File: config.mk
export PLATFORM = sky130hd
export DESIGN_NAME = occap_timer
export DESIGN_NICKNAME = d
export VERILOG_FILES = /design/src/rtl/occap_pkg.sv /design/src/rtl/occap_cmp_ch.sv /design/src/rtl/occap_cap_ch.sv /design/src/rtl/occap_flags.sv /design/src/rtl/occap_timer.sv
export SDC_FILE = /design/constraint.sdc
export NUM_CORES = 1
export LEC_CHECK = 0
export BUFFER_PORTS_ARGS = -buffer_cell sky130_fd_sc_hd__buf_4
export CAP_MARGIN = 20
export CORE_ASPECT_RATIO = 0.9
export CORE_MARGIN = 3
export CORE_UTILIZATION = 25
export CTS_CLUSTER_DIAMETER = 120
export DETAILED_ROUTE_END_ITERATION = 7
export PLACE_DENSITY_LB_ADDON = 0.1
export SKIP_CTS_REPAIR_TIMING = 1
export SLEW_MARGIN = 20
export SYNTH_ARGS = -nofsm -noshare
export SYNTH_HDL_FRONTEND = slang
export SYNTH_SLANG_ARGS = --single-unit
export TNS_END_PERCENT = 1
File: constraint.sdc
create_clock -name clk_i -period 6.9 [get_ports clk_i]
set_input_delay 2.07 -clock clk_i [delete_from_list [all_inputs] [get_ports clk_i]]
set_output_delay 2.07 -clock clk_i [all_outputs]
set_load 0.01 [all_outputs]
File: src/rtl/occap_pkg.sv
package occap_pkg;
  localparam int CNT_W  = 16;
  localparam int BYTE_W = 8;
  typedef logic [BYTE_W-1:0] byte_t;
  typedef logic [CNT_W-1:0]  cnt_t;
endpackage

File: src/rtl/occap_cmp_ch.sv
module occap_cmp_ch
  import occap_pkg::*;
(
  input  logic  clk_i,
  input  logic  rst_ni,
  input  cnt_t  cnt_i,
  input  logic  cnt_moved_i,
  input  logic  wr_hi_i,
  input  logic  wr_lo_i,
  input  byte_t wdata_i,
  output cnt_t  value_o,
  output logic  hit_o
);
  cnt_t value_q;
  logic lock_q;

  always_ff @(posedge clk_i or negedge rst_ni) begin
    if (!rst_ni) begin
      value_q <= '1;
      lock_q  <= 1'b0;
    end else if (wr_hi_i) begin
      value_q[CNT_W-1:BYTE_W] <= wdata_i;
      lock_q                  <= 1'b1;
    end else if (wr_lo_i) begin
      value_q[BYTE_W-1:0] <= wdata_i;
      lock_q              <= 1'b0;
    end
  end

  // match only on arrival at the value, never while a write is half done
  assign hit_o   = !lock_q && cnt_moved_i && (cnt_i == value_q);
  assign value_o = value_q;

  p_hi_blocks_r7: assert property (@(posedge clk_i) disable iff (!rst_ni)
    wr_hi_i |=> !hit_o);
  p_single_hit_r6: assert property (@(posedge clk_i) disable iff (!rst_ni)
    hit_o |-> (cnt_i != $past(cnt_i)));
endmodule

File: src/rtl/occap_cap_ch.sv
module occap_cap_ch
  import occap_pkg::*;
(
  input  logic clk_i,
  input  logic rst_ni,
  input  cnt_t cnt_i,
  input  logic stb_i,
  output cnt_t value_o,
  output logic hit_o
);
  cnt_t value_q;

  always_ff @(posedge clk_i or negedge rst_ni) begin
    if (!rst_ni)    value_q <= '0;
    else if (stb_i) value_q <= cnt_i;
  end

  assign value_o = value_q;
  assign hit_o   = stb_i;

  p_capture_value_r4: assert property (@(posedge clk_i) disable iff (!rst_ni)
    stb_i |=> (value_o == $past(cnt_i)));
endmodule

File: src/rtl/occap_flags.sv
module occap_flags
  import occap_pkg::*;
#(
  parameter int FLAG_W = 8
) (
  input  logic              clk_i,
  input  logic              rst_ni,
  input  logic [FLAG_W-1:0] set_i,
  input  logic              wr_en_reg_i,
  input  logic              wr_flag_reg_i,
  input  byte_t             wdata_i,
  output logic [FLAG_W-1:0] flags_o,
  output logic [FLAG_W-1:0] en_o,
  output logic              irq_o
);
  logic [FLAG_W-1:0] flags_q, en_q, clr;

  assign clr = wr_flag_reg_i ? (wdata_i[FLAG_W-1:0] & flags_q) : '0;

  always_ff @(posedge clk_i or negedge rst_ni) begin
    if (!rst_ni) begin
      flags_q <= '0;
      en_q    <= '0;
    end else begin
      flags_q <= (flags_q & ~clr) | set_i;
      if (wr_en_reg_i) en_q <= wdata_i[FLAG_W-1:0];
    end
  end

  assign flags_o = flags_q;
  assign en_o    = en_q;
  assign irq_o   = |(flags_q & en_q);

  p_mask_off_r8: assert property (@(posedge clk_i) disable iff (!rst_ni)
    (wr_en_reg_i && wdata_i == '0) |=> !irq_o);

  for (genvar b = 0; b < FLAG_W; b++) begin : g_chk
    p_flag_source_r3: assert property (@(posedge clk_i) disable iff (!rst_ni)
      $rose(flags_q[b]) |-> $past(set_i[b]));
    p_clear_source_r5: assert property (@(posedge clk_i) disable iff (!rst_ni)
      $fell(flags_q[b]) |-> $past(wr_flag_reg_i && wdata_i[b]));
  end
endmodule

File: src/rtl/occap_timer.sv
module occap_timer
  import occap_pkg::*;
#(
  parameter int NUM_CMP = 5,
  parameter int NUM_CAP = 3,
  parameter int ADDR_W  = 5
) (
  input  logic               clk_i,
  input  logic               rst_ni,
  input  logic [CNT_W-1:0]   cnt_i,
  input  logic [NUM_CAP-1:0] cap_stb_i,
  input  logic               wr_en_i,
  input  logic [ADDR_W-1:0]  addr_i,
  input  logic [BYTE_W-1:0]  wdata_i,
  output logic [BYTE_W-1:0]  rdata_o,
  output logic               irq_o
);
  localparam int FLAG_W   = NUM_CMP + NUM_CAP;
  localparam int CAP_BASE = 2 * NUM_CMP;
  localparam int EN_ADDR  = 2 * FLAG_W;
  localparam int FLG_ADDR = EN_ADDR + 1;

  cnt_t              cnt_q;
  logic              cnt_moved;
  cnt_t              cmp_val [NUM_CMP];
  cnt_t              cap_val [NUM_CAP];
  logic [NUM_CMP-1:0] cmp_hit;
  logic [NUM_CAP-1:0] cap_hit;
  logic [FLAG_W-1:0]  set_vec, flags, en;

  always_ff @(posedge clk_i or negedge rst_ni) begin
    if (!rst_ni) cnt_q <= '0;
    else         cnt_q <= cnt_i;
  end
  assign cnt_moved = (cnt_i != cnt_q);

  for (genvar k = 0; k < NUM_CMP; k++) begin : g_cmp
    occap_cmp_ch u_ch (
      .clk_i      (clk_i),
      .rst_ni     (rst_ni),
      .cnt_i      (cnt_i),
      .cnt_moved_i(cnt_moved),
      .wr_hi_i    (wr_en_i && addr_i == ADDR_W'(2*k)),
      .wr_lo_i    (wr_en_i && addr_i == ADDR_W'(2*k+1)),
      .wdata_i    (wdata_i),
      .value_o    (cmp_val[k]),
      .hit_o      (cmp_hit[k])
    );
    assign set_vec[FLAG_W-1-k] = cmp_hit[k];
  end

  for (genvar j = 0; j < NUM_CAP; j++) begin : g_cap
    occap_cap_ch u_ch (
      .clk_i  (clk_i),
      .rst_ni (rst_ni),
      .cnt_i  (cnt_i),
      .stb_i  (cap_stb_i[j]),
      .value_o(cap_val[j]),
      .hit_o  (cap_hit[j])
    );
    assign set_vec[NUM_CAP-1-j] = cap_hit[j];
  end

  occap_flags #(.FLAG_W(FLAG_W)) u_flags (
    .clk_i        (clk_i),
    .rst_ni       (rst_ni),
    .set_i        (set_vec),
    .wr_en_reg_i  (wr_en_i && addr_i == ADDR_W'(EN_ADDR)),
    .wr_flag_reg_i(wr_en_i && addr_i == ADDR_W'(FLG_ADDR)),
    .wdata_i      (wdata_i),
    .flags_o      (flags),
    .en_o         (en),
    .irq_o        (irq_o)
  );

  always_comb begin
    rdata_o = '0;
    for (int k = 0; k < NUM_CMP; k++) begin
      if (addr_i == ADDR_W'(2*k))   rdata_o = cmp_val[k][CNT_W-1:BYTE_W];
      if (addr_i == ADDR_W'(2*k+1)) rdata_o = cmp_val[k][BYTE_W-1:0];
    end
    for (int j = 0; j < NUM_CAP; j++) begin
      if (addr_i == ADDR_W'(CAP_BASE+2*j))   rdata_o = cap_val[j][CNT_W-1:BYTE_W];
      if (addr_i == ADDR_W'(CAP_BASE+2*j+1)) rdata_o = cap_val[j][BYTE_W-1:0];
    end
    if (addr_i == ADDR_W'(EN_ADDR))  rdata_o = BYTE_W'(en);
    if (addr_i == ADDR_W'(FLG_ADDR)) rdata_o = BYTE_W'(flags);
  end

  p_cap_read_only_r10: assert property (@(posedge clk_i) disable iff (!rst_ni)
    (wr_en_i && addr_i == ADDR_W'(CAP_BASE) && !cap_stb_i[0])
      |=> $stable(cap_val[0]));
endmodule

# After elaboration in Yosys (flattened, before gate mapping)
# Index checks and enable logic that the tools add are counted.
[word_totals] ff_bits=165 inputBits=35 out_inout_bits=9 elab_cells=122
[op_classes] n_eq_ne=23 muxes=29 bitwise=10 reduce_logical=39
[op_table] cell="$mux 8" count=19
[op_table] cell="$eq 16x16->1" count=5
[op_table] cell="$eq 5x4->1 const B" count=8
[op_table] cell="$and 8x8->8" count=3
[op_table] cell="$logic_and 1x1->1" count=22
[op_table] cell="$eq 5x3->1 const B" count=4
[op_table] cell="$ne 16x16->1" count=1
[op_table] cell="$eq 5x2->1 const B" count=2
[op_table] cell="$eq 5x5->1 const B" count=2
[op_table] cell="$mux 1" count=10
[op_table] cell="$reduce_and 2->1" count=5
[op_table] cell="$reduce_bool 2->1" count=5
[op_table] cell="$not 8->8" count=1
[op_table] cell="$or 8x8->8" count=1
[op_table] cell="$reduce_or 8->1" count=1
[op_table] cell="$eq 5x1->1 const B" count=1
[op_table] cell="$logic_not 1->1" count=5
[op_table] cell="$logic_not 5->1" count=1
[op_table] cell="$not 1->1" count=5

# Longest topological paths before layout
# Gate-level depths: netlist (run 1).
[depth] ltp_word=19 depth_mapped=9 depth_no_buf=6

# By module
# From an unflattened synthesis (run 1), not the netlist that was laid out.
[unflattened] hier_cells=793 area_unflattened_um2=9411.5
[modules_own_cells] module="occap_cmp_ch" n_inst=5 cells_per_inst=59 area_per_inst_um2=838.3 seq_area_each_um2=445.4
[modules_own_cells] module="occap_timer" n_inst=1 cells_per_inst=346 area_per_inst_um2=2586.2 seq_area_each_um2=400.4
[modules_own_cells] module="occap_cap_ch" n_inst=3 cells_per_inst=35 area_per_inst_um2=656.9 seq_area_each_um2=400.4
[modules_own_cells] module="occap_flags" n_inst=1 cells_per_inst=47 area_per_inst_um2=663.1 seq_area_each_um2=400.4

# Worst setup path after synthesis (run 1)
# No wires, ideal clock.
[synth_timing] path_type="input to output" from="in addr_i[0]" to="out rdata_o[3]" arrival_ns=3.433 t_required_ns=4.830 path_slack_ns=1.397 path_stages=6 path_buffers=1 cell_sequence="buf_2 > or4_1 > o221ai_1 > a221o_1 > a221oi_2 > a21oi_1"
[synth_between] elab_chain_len=19 elab_cells_between_ends=36 classes_between="eq/ne (17); mux (18); reduce/logical (1)"
[synth_lines] item="start, declared" line_no="occap_timer.sv:13" source="input logic [ADDR_W-1:0] addr_i,"
[synth_lines] item="$logic_not 5->1" line_no="occap_timer.sv:79" source="if (addr_i == ADDR_W'(2*k)) rdata_o = cmp_val[k][CNT_W-1:BYTE_W];"
[synth_lines] item="$mux 8" line_no="occap_timer.sv:79"
[synth_lines] item="$mux 8" line_no="occap_timer.sv:80" source="if (addr_i == ADDR_W'(2*k+1)) rdata_o = cmp_val[k][BYTE_W-1:0];"
[synth_lines] item="$mux 8" line_no="occap_timer.sv:79"
[synth_lines] item="$mux 8" line_no="occap_timer.sv:80"
[synth_lines] item="$mux 8" line_no="occap_timer.sv:79"
[synth_lines] item="$mux 8" line_no="occap_timer.sv:80"
[synth_lines] item="$mux 8" line_no="occap_timer.sv:79"
[synth_lines] item="[3 not listed]"
[synth_lines] item="$mux 8" line_no="occap_timer.sv:83" source="if (addr_i == ADDR_W'(CAP_BASE+2*j)) rdata_o = cap_val[j][CNT_W-1:BYTE_W];"
[synth_lines] item="$mux 8" line_no="occap_timer.sv:84" source="if (addr_i == ADDR_W'(CAP_BASE+2*j+1)) rdata_o = cap_val[j][BYTE_W-1:0];"
[synth_lines] item="$mux 8" line_no="occap_timer.sv:83"
[synth_lines] item="$mux 8" line_no="occap_timer.sv:84"
[synth_lines] item="$mux 8" line_no="occap_timer.sv:83"
[synth_lines] item="$mux 8" line_no="occap_timer.sv:84"
[synth_lines] item="$mux 8" line_no="occap_timer.sv:86" source="if (addr_i == ADDR_W'(EN_ADDR)) rdata_o = BYTE_W'(en);"
[synth_lines] item="$mux 8 *" line_no="occap_timer.sv:87" source="if (addr_i == ADDR_W'(FLG_ADDR)) rdata_o = BYTE_W'(flags);"
[synth_lines] item="end, declared" line_no="occap_timer.sv:15" source="output logic [BYTE_W-1:0] rdata_o,"
# Mark *: on every way between the ends. The rest lies on a longest branch, timed or not.

# Worst setup path after layout (run 1)
[layout_timing] from="in addr_i[1]" to="out rdata_o[2]"
# Same word-level chain as after synthesis.

==> metrics.md, run 1 <==
| Metric | Value |
|---|---|
| Crit path DAT | `between 4 and 5 ns` |
| Final HPWL DP | `25.20 mm` |
| GPL Wtd Cong | `0.8849` |
| Crit Path Max Fanout | `38` |
| Max-cap violation count | `0` |
| Reg2reg setup slack | `about 5.3 ns` |
| Vias in the first global route | `6,689` |
| Seq/Total Area, Yosys | `46.50%` |
| Final Hold Viols | `0` |
| Setup_tns | `0 ns` |
| Seq cells post-synth | `about 170` |
| Final cell utilization of the core | `29.24%` |
| Slew Limit Fails | `0` |
| Rows | `65` |
| Initial antenna violation count | `0` |
| Worst hold path type | `flip-flop to flip-flop` |
| Main synth FF type | `dfrtp_1` |
| Routed vias/inst | `5.087` |
| RSZ-0062 raised after global routing | `no` |
| H-tree Lvls | `4` |
| Ys async rst share | `100.0%` |
| Worst slack, placed | `0.5913 ns` |
| # IOs | `44` |
| Post-synth cell types | `69` |
| CTS sink count | `165` |
| Outcome | `completed` |
| Netlist Area Pre-Place | `a little over 9000 µm²` |
| Yosys warning count | `0` |
| Die area | `38,710 µm²` |
| Die Span Y | `186.9 µm` |
| Fmax | `roughly 0.16 GHz` |
| Diodes inserted | `0` |
| Reg clk slew, reported paths | `0.08 ns` |
| Mapped Nets | `between 800 and 900` |
| # setup viols final | `0` |
| Port Buffers | `43` |
| Final Cycle Share | `approximately 92%` |
| Max Root-Sink Buffers | `2` |
| GR Overflow Total | `0` |
| Critical setup path kind | `primary input to output port` |
| Pleak | `approximately 4.2 nW` |
| Minimum clock period | `6.352 ns` |
| Worst setup margin | `roughly 0.55 ns` |
| Number of flops mapped to enable cells by yosys | `0` |
| Least-Margin Pin Slew | `around 0.91 ns` |
| Die Wd | `207.1 µm` |
| Area Overhead vs Synth | `14.02%` |
| Worst clock skew | `0.01455 ns` |
| Cell Pwr Density | `271.5 nW/µm²` |
| Most common cell after layout, fill and taps aside | `mux2_2` |
| Total track usage | `~18%` |
| Skew-Pair Late Insertion Delay | `0.45 ns` |
| DRC viols | `0` |
| Slew headroom | `38.87%` |
| Final nets | `between 800 and 900` |
| Initial Util | `25.65%` |
| Clock Tree Root | `clkbuf_16` |
| Routed WL per cell | `27.68 µm` |
| Layout fillers | `roughly 3,700` |
| Required time of the critical path | `4.83 ns` |
| Layout cell share with drive strength beyond 1 | `40.29%` |
| Initial DRC count | `around 540` |
| Hold slack | `0.4507 ns` |
| Syn avg cell area | `~11 µm²` |
| First-pass GRT wire length | `51.59 mm` |
| Initial DRT Pass Iterations | `5` |
| Final instance area | `10,370 µm²` |
| Num CTS Buffers | `17` |
| Core area | `35,460 µm²` |
| Wirelength, routed | `35.80 mm` |
| Commonest non-fill, non-tap cells in the layout | `mux2_2, dfrtp_1, xor2_1, dfstp_2, buf_4` |
| Cells after synthesis | `800` |
| TritonCTS clock tree | `yes` |
| Largest net degree at the start of global routing | `85` |
| Routed via count | `approximately 6,600` |
| Max VDD drop | `between 0.00015 and 0.0002 V` |
| Antenna viol nets, final | `0` |
| Placed Area | `9789 µm²` |
| Crit. End Element | `output port` |
| Startpoint Class | `primary input` |
final timing paths:
path	end	startpoint	cells after the start
setup / recovery	rdata_o[2]	addr_i[1]	7
hold / removal	u_flags.flags_o[6]	g_cmp[1].u_ch.lock_q	1
setup reg to reg	u_flags.flags_o[3]	g_cmp[4].u_ch.value_o[13]	4
hold reg to reg	u_flags.flags_o[6]	g_cmp[1].u_ch.lock_q	1
max in group asynchronous	g_cmp[1].u_ch.value_o[2]	rst_ni	2
min in group asynchronous	u_flags.flags_o[4]	rst_ni	1
flip-flops by register name, summed over array words and instances (netlist names):
name                cells
u_flags.en_o            8
g_cmp.u_ch.value_o     80
g_cap.u_ch.value_o     48
u_flags.flags_o         8
g_cmp.u_ch.lock_q       5
cnt_q                  16
cells by family (layout without fill, tap and decap cells):
| family | Yosys count | count (layout) | share of synthesized area (%) |
|---|---|---|---|
| AND/OR/NAND/NOR | 166 | 166 | 10.52 |
| flip-flops | 165 | 165 | 46.50 |
| multiplexers | 153 | 153 | 18.76 |
| AO/OA/AOI/OAI | 147 | 147 | 10.98 |
| XOR/XNOR | 97 | 97 | 9.341 |
| buffers and inverters | 72 | 96 | 3.893 |
synth_stat cells, types with 3 or more instances:
cell        n  share of area [%]
buf_6       7               0.87
o32ai_1     3               0.29
nor4_1     16                1.1
nand4_1    14               0.96
xor2_1     80                7.7
buf_2      19                1.0
a22oi_1     9               0.74
mux2i_1    13                1.4
nor3_1      7               0.39
a31oi_1     8               0.55
o22ai_1     9               0.62
a32oi_1     4               0.39
nor2_1     28                1.2
nand2b_1   11               0.76
inv_1       5               0.21
nand3_1    11               0.61
o211ai_1    8               0.66
dfstp_2    80                 23
buf_1       3               0.12
nand3_2     3               0.33
dfrtp_1    85                 23
mux2_2    140                 17
o21ai_0    32                1.8
and3_1      8               0.55
a221o_1     3               0.33
nor2b_1    11               0.76
a21o_1      9               0.74
xnor2_1    17                1.6
clkbuf_1   35                1.4
a21oi_1    29                1.6
o221ai_1    7               0.67
o41ai_1     5               0.48
nand2_1    34                1.4
area by class of cell:
cell class | instances | area [µm²] | area share [%]
Clock buffer | 18 | 429.2 | 4.139
Tap cell | 469 | 586.8 | 5.659
Inverter | 6 | 22.52 | 0.2172
Multi-Input combinational cell | 563 | 4512 | 43.51
Clock inverter | 14 | 151.4 | 1.460
Timing Repair Buffer | 58 | 439.2 | 4.235
Sequential cell | 165 | 4229 | 40.78
layer usage:
| metal | global-route usage [%] | vias up | part of all wire, % |
|---|---|---|---|
| met5 | 0 | - | 0 |
| met4 | 4.385 | 0 | 1.5 |
| met3 | 2.734 | 27 | 3.9 |
| met2 | 27.34 | 167 | 44 |
| met1 | 27.92 | 3457 | 51 |
| li1 | - | 2926 | - |
power breakdown:
part	leakage, nW	switching, mW	internal [mW]
combinational	2.03	0.257	0.231
clock	0.282	0.442	0.538
sequential	1.84	0.166	1.18
stage by stage:
step	power, mW	instances
4_1_cts	2.846	1293
3_5_place_dp	1.851	1261
3_3_place_gp	1.854	1261
5_1_grt	2.940	1293
6_report	2.816	1293
2_1_floorplan	1.616	800
worst max-delay path, cell delays in order:
cell	delay [ns]
buf_4	0.41
nor2b_1	0.73
a32oi_1	0.22
nand4_1	0.19
nand3_1	0.12
a41oi_1	0.33
buf_4	0.18
No activity file was read; power rests on OpenSTA's default activity.
==> run 2: changes to the inputs <==
--- a/config.mk
+++ b/config.mk
@@ -5,6 +5,7 @@
 export SDC_FILE = /design/constraint.sdc
 export NUM_CORES = 1
 export LEC_CHECK = 0
+export ABC_AREA = 1
 export BUFFER_PORTS_ARGS = -buffer_cell sky130_fd_sc_hd__buf_4
 export CAP_MARGIN = 20
 export CORE_ASPECT_RATIO = 0.9
==> constraint.sdc (replaced) <==
create_clock -name clk_i -period 6.34 [get_ports clk_i]
set_input_delay 1.902 -clock clk_i [delete_from_list [all_inputs] [get_ports clk_i]]
set_output_delay 1.902 -clock clk_i [all_outputs]
set_load 0.01 [all_outputs]
==> run 2 against run 1 <==
Net effect: flip-flop and latch count stayed put; die area is 8.2% lower; total power is 3.3% higher; critical path type unchanged; clock skew is 0.0037 ns lower; cell area is 7.2% lower; register-to-register slack worse by 1.1 ns; critical endpoint unchanged; utilization is 0.50 points higher; synthesized area is 8.4% lower; combinational power is 8.2% lower; largest power group unchanged.
==> metrics.md, run 2 <==
| Metric | Value |
|---|---|
| Outcome | `completed` |
| Crit. End Element | `output port` |
| WL met2 | `14.73 mm (-5.8%)` |
| Initial DRC count | `609 (+13%)` |
| Seq cells post-synth | `165 (unchanged)` |
| Final Hold Viols | `0 (unchanged)` |
| Area Overhead vs Synth | `15.50%` |
| Most common cell after layout, fill and taps aside | `nand2_1` |
| Max-cap violation count | `0 (unchanged)` |
| Total track usage | `18.67% (+0.30 points)` |
| Post-synth cell types | `38 (-45%)` |
| Port Buffers | `43 (unchanged)` |
| # setup viols final | `0 (unchanged)` |
| M1 WL | `15.41 mm (-15%)` |
| H-tree Lvls | `4 (unchanged)` |
| Routed wl met3 | `1.318 mm (-4.8%)` |
| Clock Tree Root | `clkbuf_16` |
| Yosys top cell by area | `dfrtp_1` |
| RSZ-0062 raised after global routing | `no` |
| Initial Util | `25.75% (+0.099 points)` |
| Mapped Nets | `1,068 (+28%)` |
| Max Root-Sink Buffers | `2 (unchanged)` |
| Seq/Total Area, Yosys | `50.77% (+4.3 points)` |
| Cells after synthesis | `1,033 (+29%)` |
| Most frequent cell after synthesis | `nand2_1` |
| Vias in the first global route | `7,187 (+7.4%)` |
| Routed WL per cell | `21.61 µm (-22%)` |
| Core area | `32,350 µm² (-8.8%)` |
| Slew Limit Fails | `0 (unchanged)` |
| Ys async rst share | `100.0% (unchanged)` |
| Minimum clock period | `5.817 ns` |
| Fmax | `0.1719 GHz` |
| Number of flops mapped to enable cells by yosys | `0 (unchanged)` |
| Required time of the critical path | `4.44 ns (-0.39 ns)` |
| Largest net degree at the start of global routing | `84 (-1.2%)` |
| Layout cell share with drive strength beyond 1 | `16.85% (-23 points)` |
| Initial antenna violation count | `1 (+1)` |
| Least-Margin Pin Slew | `1.059 ns (+0.1487 ns)` |
| Hold slack | `0.4831 ns (+0.03247 ns)` |
| Layout fillers | `3,495 (-6.1%)` |
| Syn avg cell area | `8.063 µm² (-29%)` |
| Initial DRT Pass Iterations | `5 (unchanged)` |
| Slew headroom | `29.15% (-9.7 points)` |
| Crit Path Max Fanout | `12 (-68%)` |
| Synth top cells by count | `nand2_1, o21ai_0, dfrtp_1` |
| Slowest-stage cell, CP | `inv_1` |
| Die Span Y | `179.2 µm (-4.2%)` |
| Critical setup path kind | `primary input to output port` |
| Crit path max-delay family | `simple AND/OR/NAND/NOR gates` |
| Reg clk slew, reported paths | `0.07 ns (about the same)` |
| Setup_tns | `0 ns (unchanged)` |
| CP cell instances | `buf_4 > inv_1 > nand2_1 > nor2_2 > nand2_1 > nand2_1 > inv_1 > nand3_1 > nand2_1 > nand4_1 > nand2_1 > nand3_1 > nand2_1 > nand4_1 > nand2_1 > nand2_1 > buf_4` |
| Antenna viol nets, final | `0 (unchanged)` |
| Startpoint Class | `primary input` |
| Cell Pwr Density | `302.2 nW/µm² (+11%)` |
| Final cell utilization of the core | `29.74% (+0.50 points)` |
| Diodes inserted | `0 (unchanged)` |
| TritonCTS clock tree | `yes` |
| DRC viols | `0 (unchanged)` |
| Max VDD drop | `0.0001486 V (-2.3%)` |
| Synth top area share | `25.54% (+2.2 points)` |
| Crit path DAT | `3.92 ns (-0.36 ns)` |
| Pleak | `4.132 nW (-0.49%)` |
| Worst hold path type | `flip-flop to flip-flop` |
| CP max stage delay | `0.33 ns (-0.40 ns)` |
| Commonest non-fill, non-tap cells in the layout | `nand2_1, o21ai_0, dfrtp_1` |
| Rows | `62 (-4.6%)` |
| Main synth FF type | `dfrtp_1` |
| Final HPWL DP | `23.17 mm (-8.1%)` |
| Worst clock skew | `0.01082 ns (-0.003730 ns)` |
| CTS sink count | `165 (unchanged)` |
| Buf/Inv on CP | `4 (+2)` |
| First-pass GRT wire length | `47.96 mm (-7.0%)` |
| Netlist Area Pre-Place | `8329 µm² (-8.4%)` |
| Routed vias/inst | `4.824 (-5.2%)` |
| Yosys warning count | `0 (unchanged)` |
| Die area | `35,550 µm² (-8.2%)` |
| GR Overflow Total | `0 (unchanged)` |
| Top sig layer | `met4` |
| Final Cycle Share | `between 90% and 100%` |
| Wirelength, routed | `32.20 mm (-10%)` |
| Most used cell, CP | `nand2_1` |
| Num CTS Buffers | `17 (unchanged)` |
| GPL Wtd Cong | `0.9113 (+3.0%)` |
| # IOs | `44 (unchanged)` |
| Skew-Pair Late Insertion Delay | `0.44 ns (about the same)` |
| Die Wd | `198.4 µm (-4.2%)` |
| Final nets | `1,096 (+30%)` |
| Synth top area cells | `dfrtp_1, dfstp_2, nand2_1, o21ai_0, inv_1` |
| Largest register FFs | `80 (unchanged)` |
| Routed via count | `7,188 (+9.3%)` |
run 2: cell count changes after synthesis, moves of 12 or more:
| cell | delta |
|---|---|
| buf_2 | -12 |
| inv_1 | +74 |
| mux2_2 | -140 |
| mux2i_1 | -13 |
| nand2_1 | +303 |
| nand3_1 | +21 |
| nand4_1 | +27 |
| nor2_1 | +25 |
| o21ai_0 | +112 |
| xor2_1 | -49 |
run 2: cells by family after synthesis:
group | count (synthesis) | synth area share (%)
AND/OR/NAND/NOR | 490 | 24.94
flip-flops | 165 | 50.77
AO/OA/AOI/OAI | 199 | 12.95
XOR/XNOR | 49 | 5.152
buffers and inverters | 130 | 6.189
run 2: tightest hold or removal path: cells and delay by family (launching register included):
family / cells / cell delay [ns]
simple gates: 2 / 0.10
flops: 1 / 0.35
run 2: report_power, final:
part	internal [mW]	switching (mW)
Combinational	0.167	0.281
Clock	0.553	0.466
Sequential	1.28	0.159
Total	2.00	0.906
run 2: area by class of cell:
class                           instances  area (µm²)  area share [%]
Sequential cell                       165        4229           43.96
Multi-Input combinational cell        738        3585           37.26
Tap cell                              416       520.5           5.410
Clock buffer                           21       450.4           4.682
Timing Repair Buffer                   52       406.6           4.227
Inverter                               87       326.6           3.394
Clock inverter                         11       102.6           1.066
run 2: routing by layer:
metal | global-route usage (%) | up-vias
met5 | 0 | -
li1 | - | 3452
met3 | 3.175 | 46
met2 | 30.04 | 174
met1 | 25.81 | 3516
met4 | 5.542 | 0
run 2: through the flow:
step / cell area [µm²] / power (mW) / instances / setup slack [ns]
after floorplan: 8329 / 1.671 / 1033 / 1.407
after global placement: 9067 / 1.905 / 1458 / 0.5886
after detailed placement: 9067 / 1.905 / 1458 / 0.5479
after CTS: 9620 / 2.934 / 1490 / 0.5503
after global routing: 9620 / 3.055 / 1490 / 0.3525
final: 9620 / 2.908 / 1490 / 0.5228
run 2: worst paths after layout:
check                                      from                         to  slack, ns  cells after the start
min in group asynchronous                rst_ni                   cnt_q[3]       1.48                      1
min                        g_cmp[3].u_ch.lock_q       g_cmp[3].u_ch.lock_q       0.48                      2
min reg2reg                g_cmp[3].u_ch.lock_q       g_cmp[3].u_ch.lock_q       0.48                      2
max                                   addr_i[4]                 rdata_o[2]       0.52                     17
max in group asynchronous                rst_ni  g_cmp[0].u_ch.value_o[15]       3.88                      2
max reg2reg                            cnt_q[0]         u_flags.flags_o[4]       4.26                      5
